<file path="config.mk">
export PLATFORM = sky130hd
export DESIGN_NAME = tbcc_encoder
export DESIGN_NICKNAME = d
export VERILOG_FILES = /design/src/rtl/tbcc_pkg.sv /design/src/rtl/tbcc_bitstore.sv /design/src/rtl/tbcc_trellis.sv /design/src/rtl/tbcc_ctrl.sv /design/src/rtl/tbcc_encoder.sv
export SDC_FILE = /design/constraint.sdc
export NUM_CORES = 1
export LEC_CHECK = 0
export BUFFER_PORTS_ARGS = -buffer_cell sky130_fd_sc_hd__buf_2
export CAP_MARGIN = 10
export CORE_MARGIN = 4
export CORE_UTILIZATION = 40
export DETAILED_ROUTE_END_ITERATION = 8
export GPL_TIMING_DRIVEN = 0
export PLACE_DENSITY = 0.62
export SLEW_MARGIN = 10
export SYNTH_ARGS = -nofsm -noshare
export SYNTH_HDL_FRONTEND = slang
export SYNTH_HIERARCHICAL = 1
export SYNTH_SLANG_ARGS = --single-unit
</file>
<file path="constraint.sdc">
create_clock -name clk -period 4.9 [get_ports clk]
set_input_delay 0.245 -clock clk [delete_from_list [all_inputs] [get_ports clk]]
set_output_delay 0.245 -clock clk [all_outputs]
set_load 0.005 [all_outputs]
</file>
<file path="src/rtl/tbcc_pkg.sv">
package tbcc_pkg;

    localparam int unsigned MEM_STAGES = 6;
    localparam int unsigned NSTREAM    = 3;
    localparam int unsigned MIN_LEN    = 6;

    // Generator masks over {c_k, s0, s1, s2, s3, s4, s5}, MSB = current bit
    localparam logic [6:0] POLY_S0 = 7'o133;
    localparam logic [6:0] POLY_S1 = 7'o171;
    localparam logic [6:0] POLY_S2 = 7'o165;

    // bit i holds stage s_i
    typedef logic [MEM_STAGES-1:0] state_t;

    typedef enum logic [0:0] {
        PH_FILL = 1'b0,
        PH_EMIT = 1'b1
    } phase_t;

    typedef struct packed {
        logic               last;
        logic [NSTREAM-1:0] code;
    } beat_t;

    function automatic logic [6:0] poly_of(int unsigned idx);
        case (idx)
            0:       return POLY_S0;
            1:       return POLY_S1;
            default: return POLY_S2;
        endcase
    endfunction

    function automatic logic tap_parity(logic [6:0] poly, logic cur, state_t s);
        logic [6:0] window;
        window = {cur, s[0], s[1], s[2], s[3], s[4], s[5]};
        return ^(poly & window);
    endfunction

    // shift: new s0 = cur, s_i = old s_(i-1)
    function automatic state_t advance(state_t s, logic cur);
        return {s[MEM_STAGES-2:0], cur};
    endfunction

    function automatic int unsigned clamp_len(int unsigned req, int unsigned hi);
        if (req < MIN_LEN) return MIN_LEN;
        if (req > hi)      return hi;
        return req;
    endfunction

endpackage

</file>
<file path="src/rtl/tbcc_bitstore.sv">
module tbcc_bitstore #(
    parameter  int unsigned KMAX = 64,
    localparam int unsigned IW   = $clog2(KMAX)
) (
    input  logic          clk,
    input  logic          rst,
    input  logic          wr_en,
    input  logic [IW-1:0] wr_addr,
    input  logic          wr_bit,
    input  logic [IW-1:0] rd_addr,
    output logic          rd_bit
);

    logic [KMAX-1:0] store_q;

    always_ff @(posedge clk) begin
        if (wr_en) begin
            store_q[wr_addr] <= wr_bit;
        end
    end

    assign rd_bit = store_q[rd_addr];


    wr_bound_chk: assert property (@(posedge clk) disable iff (rst)
        wr_en |-> (32'(wr_addr) < KMAX));

endmodule

</file>
<file path="src/rtl/tbcc_trellis.sv">
module tbcc_trellis
    import tbcc_pkg::*;
(
    input  logic               clk,
    input  logic               rst,
    input  logic               cap_en,
    input  logic               cap_bit,
    input  logic               load_en,
    input  logic               step_en,
    input  logic               cur_bit,
    input  logic               close_en,
    input  logic               clear_en,
    output logic [NSTREAM-1:0] code,
    output logic               wrap_ok
);

    state_t tail_q;
    state_t sreg_q;
    state_t seed_q;
    logic   wrap_q;
    state_t sreg_nxt;
    state_t seed_nxt;

    assign sreg_nxt = advance(sreg_q, cur_bit);
    assign seed_nxt = advance(tail_q, cap_bit);

    always_ff @(posedge clk) begin
        if (rst) begin
            tail_q <= '0;
            sreg_q <= '0;
            seed_q <= '0;
            wrap_q <= 1'b0;
        end else begin
            if (cap_en) begin
                tail_q <= seed_nxt;
            end
            if (load_en) begin
                sreg_q <= seed_nxt;
                seed_q <= seed_nxt;
            end else if (step_en) begin
                sreg_q <= sreg_nxt;
            end
            if (close_en) begin
                wrap_q <= (sreg_nxt == seed_q);
            end else if (clear_en) begin
                wrap_q <= 1'b0;
            end
        end
    end

    for (genvar j = 0; j < NSTREAM; j++) begin : g_stream
        assign code[j] = tap_parity(poly_of(j), cur_bit, sreg_q);
    end

    assign wrap_ok = wrap_q;


    closure_chk: assert property (@(posedge clk) disable iff (rst)
        close_en |=> wrap_ok);

endmodule

</file>
<file path="src/rtl/tbcc_ctrl.sv">
module tbcc_ctrl
    import tbcc_pkg::*;
#(
    parameter  int unsigned KMAX = 64,
    localparam int unsigned LW   = $clog2(KMAX + 1),
    localparam int unsigned IW   = $clog2(KMAX)
) (
    input  logic          clk,
    input  logic          rst,
    input  logic [LW-1:0] blk_len,
    input  logic          in_valid,
    output logic          in_ready,
    output logic          out_valid,
    input  logic          out_ready,
    output logic          out_last,
    output logic [IW-1:0] addr,
    output logic          in_fire,
    output logic          fill_end,
    output logic          out_fire,
    output logic          first_bit
);

    phase_t        phase_q;
    logic [LW-1:0] len_q;
    logic [LW-1:0] cnt_q;
    logic [LW-1:0] req_len;
    logic [LW-1:0] eff_len;

    assign req_len   = LW'(clamp_len(32'(blk_len), KMAX));
    assign in_ready  = (phase_q == PH_FILL);
    assign out_valid = (phase_q == PH_EMIT);
    assign in_fire   = in_valid && in_ready;
    assign first_bit = in_fire && (cnt_q == '0);
    assign eff_len   = (cnt_q == '0) ? req_len : len_q;
    assign fill_end  = in_fire && (cnt_q == eff_len - LW'(1));
    assign out_last  = out_valid && (cnt_q == len_q - LW'(1));
    assign out_fire  = out_valid && out_ready;
    assign addr      = cnt_q[IW-1:0];

    always_ff @(posedge clk) begin
        if (rst) begin
            phase_q <= PH_FILL;
            len_q   <= LW'(MIN_LEN);
            cnt_q   <= '0;
        end else begin
            unique case (phase_q)
                PH_FILL: begin
                    if (first_bit) begin
                        len_q <= req_len;
                    end
                    if (fill_end) begin
                        phase_q <= PH_EMIT;
                        cnt_q   <= '0;
                    end else if (in_fire) begin
                        cnt_q <= cnt_q + LW'(1);
                    end
                end
                PH_EMIT: begin
                    if (out_fire) begin
                        if (out_last) begin
                            phase_q <= PH_FILL;
                            cnt_q   <= '0;
                        end else begin
                            cnt_q <= cnt_q + LW'(1);
                        end
                    end
                end
                default: phase_q <= PH_FILL;
            endcase
        end
    end


    emit_start_chk: assert property (@(posedge clk) disable iff (rst)
        fill_end |=> (out_valid && !in_ready));


    emit_end_chk: assert property (@(posedge clk) disable iff (rst)
        (out_fire && out_last) |=> (in_ready && !out_valid));


    beat_range_chk: assert property (@(posedge clk) disable iff (rst)
        out_valid |-> (cnt_q < len_q));


    len_bound_chk: assert property (@(posedge clk) disable iff (rst)
        out_valid |-> (32'(len_q) >= MIN_LEN && 32'(len_q) <= KMAX));

endmodule

</file>
<file path="src/rtl/tbcc_encoder.sv">
module tbcc_encoder
    import tbcc_pkg::*;
#(
    parameter  int unsigned KMAX = 64,
    localparam int unsigned LW   = $clog2(KMAX + 1),
    localparam int unsigned IW   = $clog2(KMAX)
) (
    input  logic          clk,
    input  logic          rst,
    input  logic [LW-1:0] blk_len,
    input  logic          in_valid,
    input  logic          in_bit,
    output logic          in_ready,
    output logic          out_valid,
    input  logic          out_ready,
    output logic [2:0]    out_code,
    output logic          out_last,
    output logic          wrap_ok
);

    logic          in_fire;
    logic          fill_end;
    logic          out_fire;
    logic          first_bit;
    logic          last_raw;
    logic [IW-1:0] addr;
    logic          rd_bit;
    logic [NSTREAM-1:0] code_raw;
    beat_t         beat;

    tbcc_ctrl #(.KMAX(KMAX)) u_ctrl (
        .clk       (clk),
        .rst       (rst),
        .blk_len   (blk_len),
        .in_valid  (in_valid),
        .in_ready  (in_ready),
        .out_valid (out_valid),
        .out_ready (out_ready),
        .out_last  (last_raw),
        .addr      (addr),
        .in_fire   (in_fire),
        .fill_end  (fill_end),
        .out_fire  (out_fire),
        .first_bit (first_bit)
    );

    tbcc_bitstore #(.KMAX(KMAX)) u_store (
        .clk     (clk),
        .rst     (rst),
        .wr_en   (in_fire),
        .wr_addr (addr),
        .wr_bit  (in_bit),
        .rd_addr (addr),
        .rd_bit  (rd_bit)
    );

    tbcc_trellis u_trellis (
        .clk      (clk),
        .rst      (rst),
        .cap_en   (in_fire),
        .cap_bit  (in_bit),
        .load_en  (fill_end),
        .step_en  (out_fire),
        .cur_bit  (rd_bit),
        .close_en (out_fire && last_raw),
        .clear_en (first_bit),
        .code     (code_raw),
        .wrap_ok  (wrap_ok)
    );

    assign beat     = '{last: last_raw, code: code_raw};
    assign out_code = beat.code;
    assign out_last = beat.last;


    stall_hold_chk: assert property (@(posedge clk) disable iff (rst)
        (out_valid && !out_ready) |=> (out_valid && $stable(out_code) && $stable(out_last)));


    last_valid_chk: assert property (@(posedge clk) disable iff (rst)
        out_last |-> out_valid);

endmodule

</file>
==> summary.md <==
| Metric | Value |
|---|---|
| Crit path from | u_ctrl/cnt_q[0]$_SDFFE_PP0P_ |
| Die X | 123 um |
| RSZ-0062 raised after global routing | false |
| CP delay by family, top | simple AND/OR/NAND/NOR gates |
| Initial core utilization | 41.2% |
| Total Routing Usage GR | 15.3% |
| Max Slew Vio Count | 0 |
| Synth area leader | edfxtp_1 |
| Io pins | 19 |
| Root buf cell | clkbuf_16 |
| Post-DP HPWL | 7.56 mm |
| Placed cells | 662 |
| Clk buf depth | 2 |
| FP Rows | 41 |
| Syn nets | 489 |
| Dpl ws | 1.11 ns |
| CP Capture Type | flop |
| Synthesized area | 0.00526 sq mm |
| Die height | 123 um |
| Number of synthesized register bits | 97 |
| Worst path required time | 5.18 ns |
| Total number of vias | 3,628 |
| WP data arrival | 4.10 ns |
| Max incr delay on CP | 0.55 ns |
| Hold Path Origin | out_ready |
| Vias in the first global route | 3,507 |
| Non-filler instance count after layout | 678 |
| Post-synth top flop | edfxtp_1 |
| CP Launch Type | flop |
| Post-synth ARST share | 0% |
| Worst slew pin tran | 1.02 ns |
| Final worst slack | 1.08 ns |
| Hold slack | 0.243 ns |
| Worst-path fanout max | 10 |
| Syn-to-layout area delta | 11.3% |
| DR DRC count | 0 |
| Mapped Cells | 473 |
| Total grt overflow | 0 |
| Clk Latency, worst-skew pair | 0.34 ns |
| EDFF count, synth | 64 |
| Synth area leaders | edfxtp_1, dfxtp_1, mux4_1 |
| MaxCap Viol Count | 0 |
| Status | finished clean |
| CP Cell Sequence | inv_1 > ha_1 > or4b_4 > nor2_4 > mux2i_1 > ha_1 > o311a_1 > and4b_1 > mux2i_4 > nor3_4 > buf_2 > buf_2 > nand2_1 > o21a_1 > nor2_1 |
| Worst-path clk slew | 0.07 ns |
| Crit path kind | flop to flop |
| Post-CTS Setup Repair Bufs | 0 |
| Buf/Inv on CP | 3 |
| Sequential share of the synthesized area | 49.1% |
| Num CTS Buffers | 9 |
| Resized Gates After CTS | 0 |
| Detailed Route WL | 10.9 mm |
| Placeable Area | 0.0128 sq mm |
| Antenna viol nets, final | 0 |
| Setup-failing EPs final | 0 |
| Tmin final | 3.82 ns |
| H-tree Lvls | 3 |
| Pin count of the biggest net entering global routing | 67 |
| CTS Sinks | 97 |
| Power Dens Cells | 316 mW/mm^2 |
| Syn_area_per_cell | 11.1 sq um |
| Final Hold Viols | 0 |
| Full die area | 0.0151 sq mm |
| FMAX | 262 MHz |
| CTS tree | done |
| Fin crit share | 78.0% |
| Global placement routability congestion | 0.825 |
| Max VDD drop | 0.000206 V |
| IO Port Bufs | 17 |
| Critical path's slowest cell | or4b_4 |
| Antenna violations before repair | 0 |
| Leakage | 1.99 nW |
| Hold Path Class | primary input to flop |
| Drt pass-1 iters | 4 |
| Slew margin rel. | 32.2% |
| Yosys warns | 6 |
| Vias per inst | 5.35 |
| Share of cells above drive strength 1 | 14.2% |
| First-pass GRT wire length | 17.9 mm |
| Post-synthesis cell type count | 70 |
| Hold Buf Count CTS | 0 |
| Share of Yosys cell area claimed by the top area cell type | 36.5% |
| Avg WL per Cell | 16.1 um |
| 1st-iter DRT viols | 295 |
| Layout Nets | 517 |
| Diode count | 0 |
| Clock Skews | 0.00993 ns |
| Setup_tns | 0 ns |
| Reg-to-Reg Start | u_ctrl/cnt_q[0]$_SDFFE_PP0P_ |
## through the flow
stage          area, sq um  total power [mW]  utilization, %
6_report              5860              1.85            45.9
5_1_grt               5860              1.93            45.9
4_1_cts               5860              1.87            45.9
3_5_place_dp          5560              1.17            43.5
3_3_place_gp          5560              1.17            43.5
2_1_floorplan         5260              1.11               -
## state kept, by name (all words and copies together) (netlist names)
signal,count
u_store/store_q,64
u_ctrl/cnt_q,7
u_ctrl/len_q,7
u_trellis/seed_q,6
u_trellis/sreg_q,6
u_trellis/tail_q,5
u_ctrl/out_valid,1
u_trellis/wrap_ok,1
## power by group
part / total, mW / leakage (nW) / internal (mW) / switching [mW]
sequential: 0.892 / 0.843 / 0.880 / 0.0118
clock: 0.694 / 0.141 / 0.394 / 0.300
combinational: 0.262 / 1.01 / 0.115 / 0.148
total: 1.85 / 1.99 / 1.39 / 0.459
## layer usage
layer  vias to the layer above  routed length, um  global-route usage, %
met5                         -                  0                      0
met4                         0                118                   5.25
met1                      1795               5120                   21.0
li1                       1762                  -                      -
met2                        59               5320                   24.8
met3                        12                382                   2.40
## area by class of cell
type,count,area [sq um]
Tap cell,172,215
Clock inverter,7,68.8
Sequential cell,97,2580
Timing Repair Buffer,17,85.1
Inverter,11,41.3
Multi-Input combinational cell,331,2440
Clock buffer,9,225
Fill cell,1197,6920
Buffer,34,195
## logic make-up after synthesis
logic type | count (synthesis) | share of synthesized area, %
buffers and inverters | 45 | 4.49
flip-flops | 97 | 49.1
XOR/XNOR | 32 | 5.83
adder cells (fa/ha/maj) | 4 | 0.951
AND/OR/NAND/NOR | 201 | 19.6
multiplexers | 35 | 11.7
AO/OA/AOI/OAI | 59 | 8.32
## path summary, 6_finish.rpt
path | slack (ns) | end | depth (start not counted)
hold / removal | 0.24 | u_ctrl/out_valid$_SDFF_PP0_ | 3
hold reg to reg | 0.48 | u_trellis/wrap_ok$_SDFFE_PP0P_ | 2
setup / recovery | 1.08 | u_trellis/sreg_q[0]$_SDFFE_PP0P_ | 15
setup reg to reg | 1.08 | u_trellis/sreg_q[0]$_SDFFE_PP0P_ | 15
## cell usage in the layout (no fill, tap or decap), drive strengths merged, types with 4 or more instances in the layout
cell type and count:
dfxtp 33, nand4 6, inv 12, nor2 94, mux2i 18, and3 7, nor2b 8, o21ai 7
buf 36, a21oi 16, or2 5, nand3 11, nand2b 16, nand2 25, o21a 7, nor3 9
xnor2 21, clkbuf 24, nand3b 6, edfxtp 64, clkinv 4, xor2 10, ha 4, mux4 16
## synth_stat cells, types with 6 or more instances
cell type / number
nor3_1: 7
nand3b_1: 6
clkbuf_1: 14
inv_1: 10
mux2i_1: 17
mux4_1: 14
nor2b_1: 8
buf_4: 7
buf_2: 7
and3_1: 7
a21oi_1: 16
nor2_1: 93
nand2_1: 25
nand2b_1: 16
nand3_1: 10
dfxtp_1: 33
nand4_1: 6
xnor2_1: 21
o21a_1: 7
edfxtp_1: 64
xor2_1: 9
## worst min-delay path: stages
cell and delay [ns]:
buf_2 0.08, a21oi_1 0.06, o21ba_1 0.16
Power figures use the tool's default switching activity.
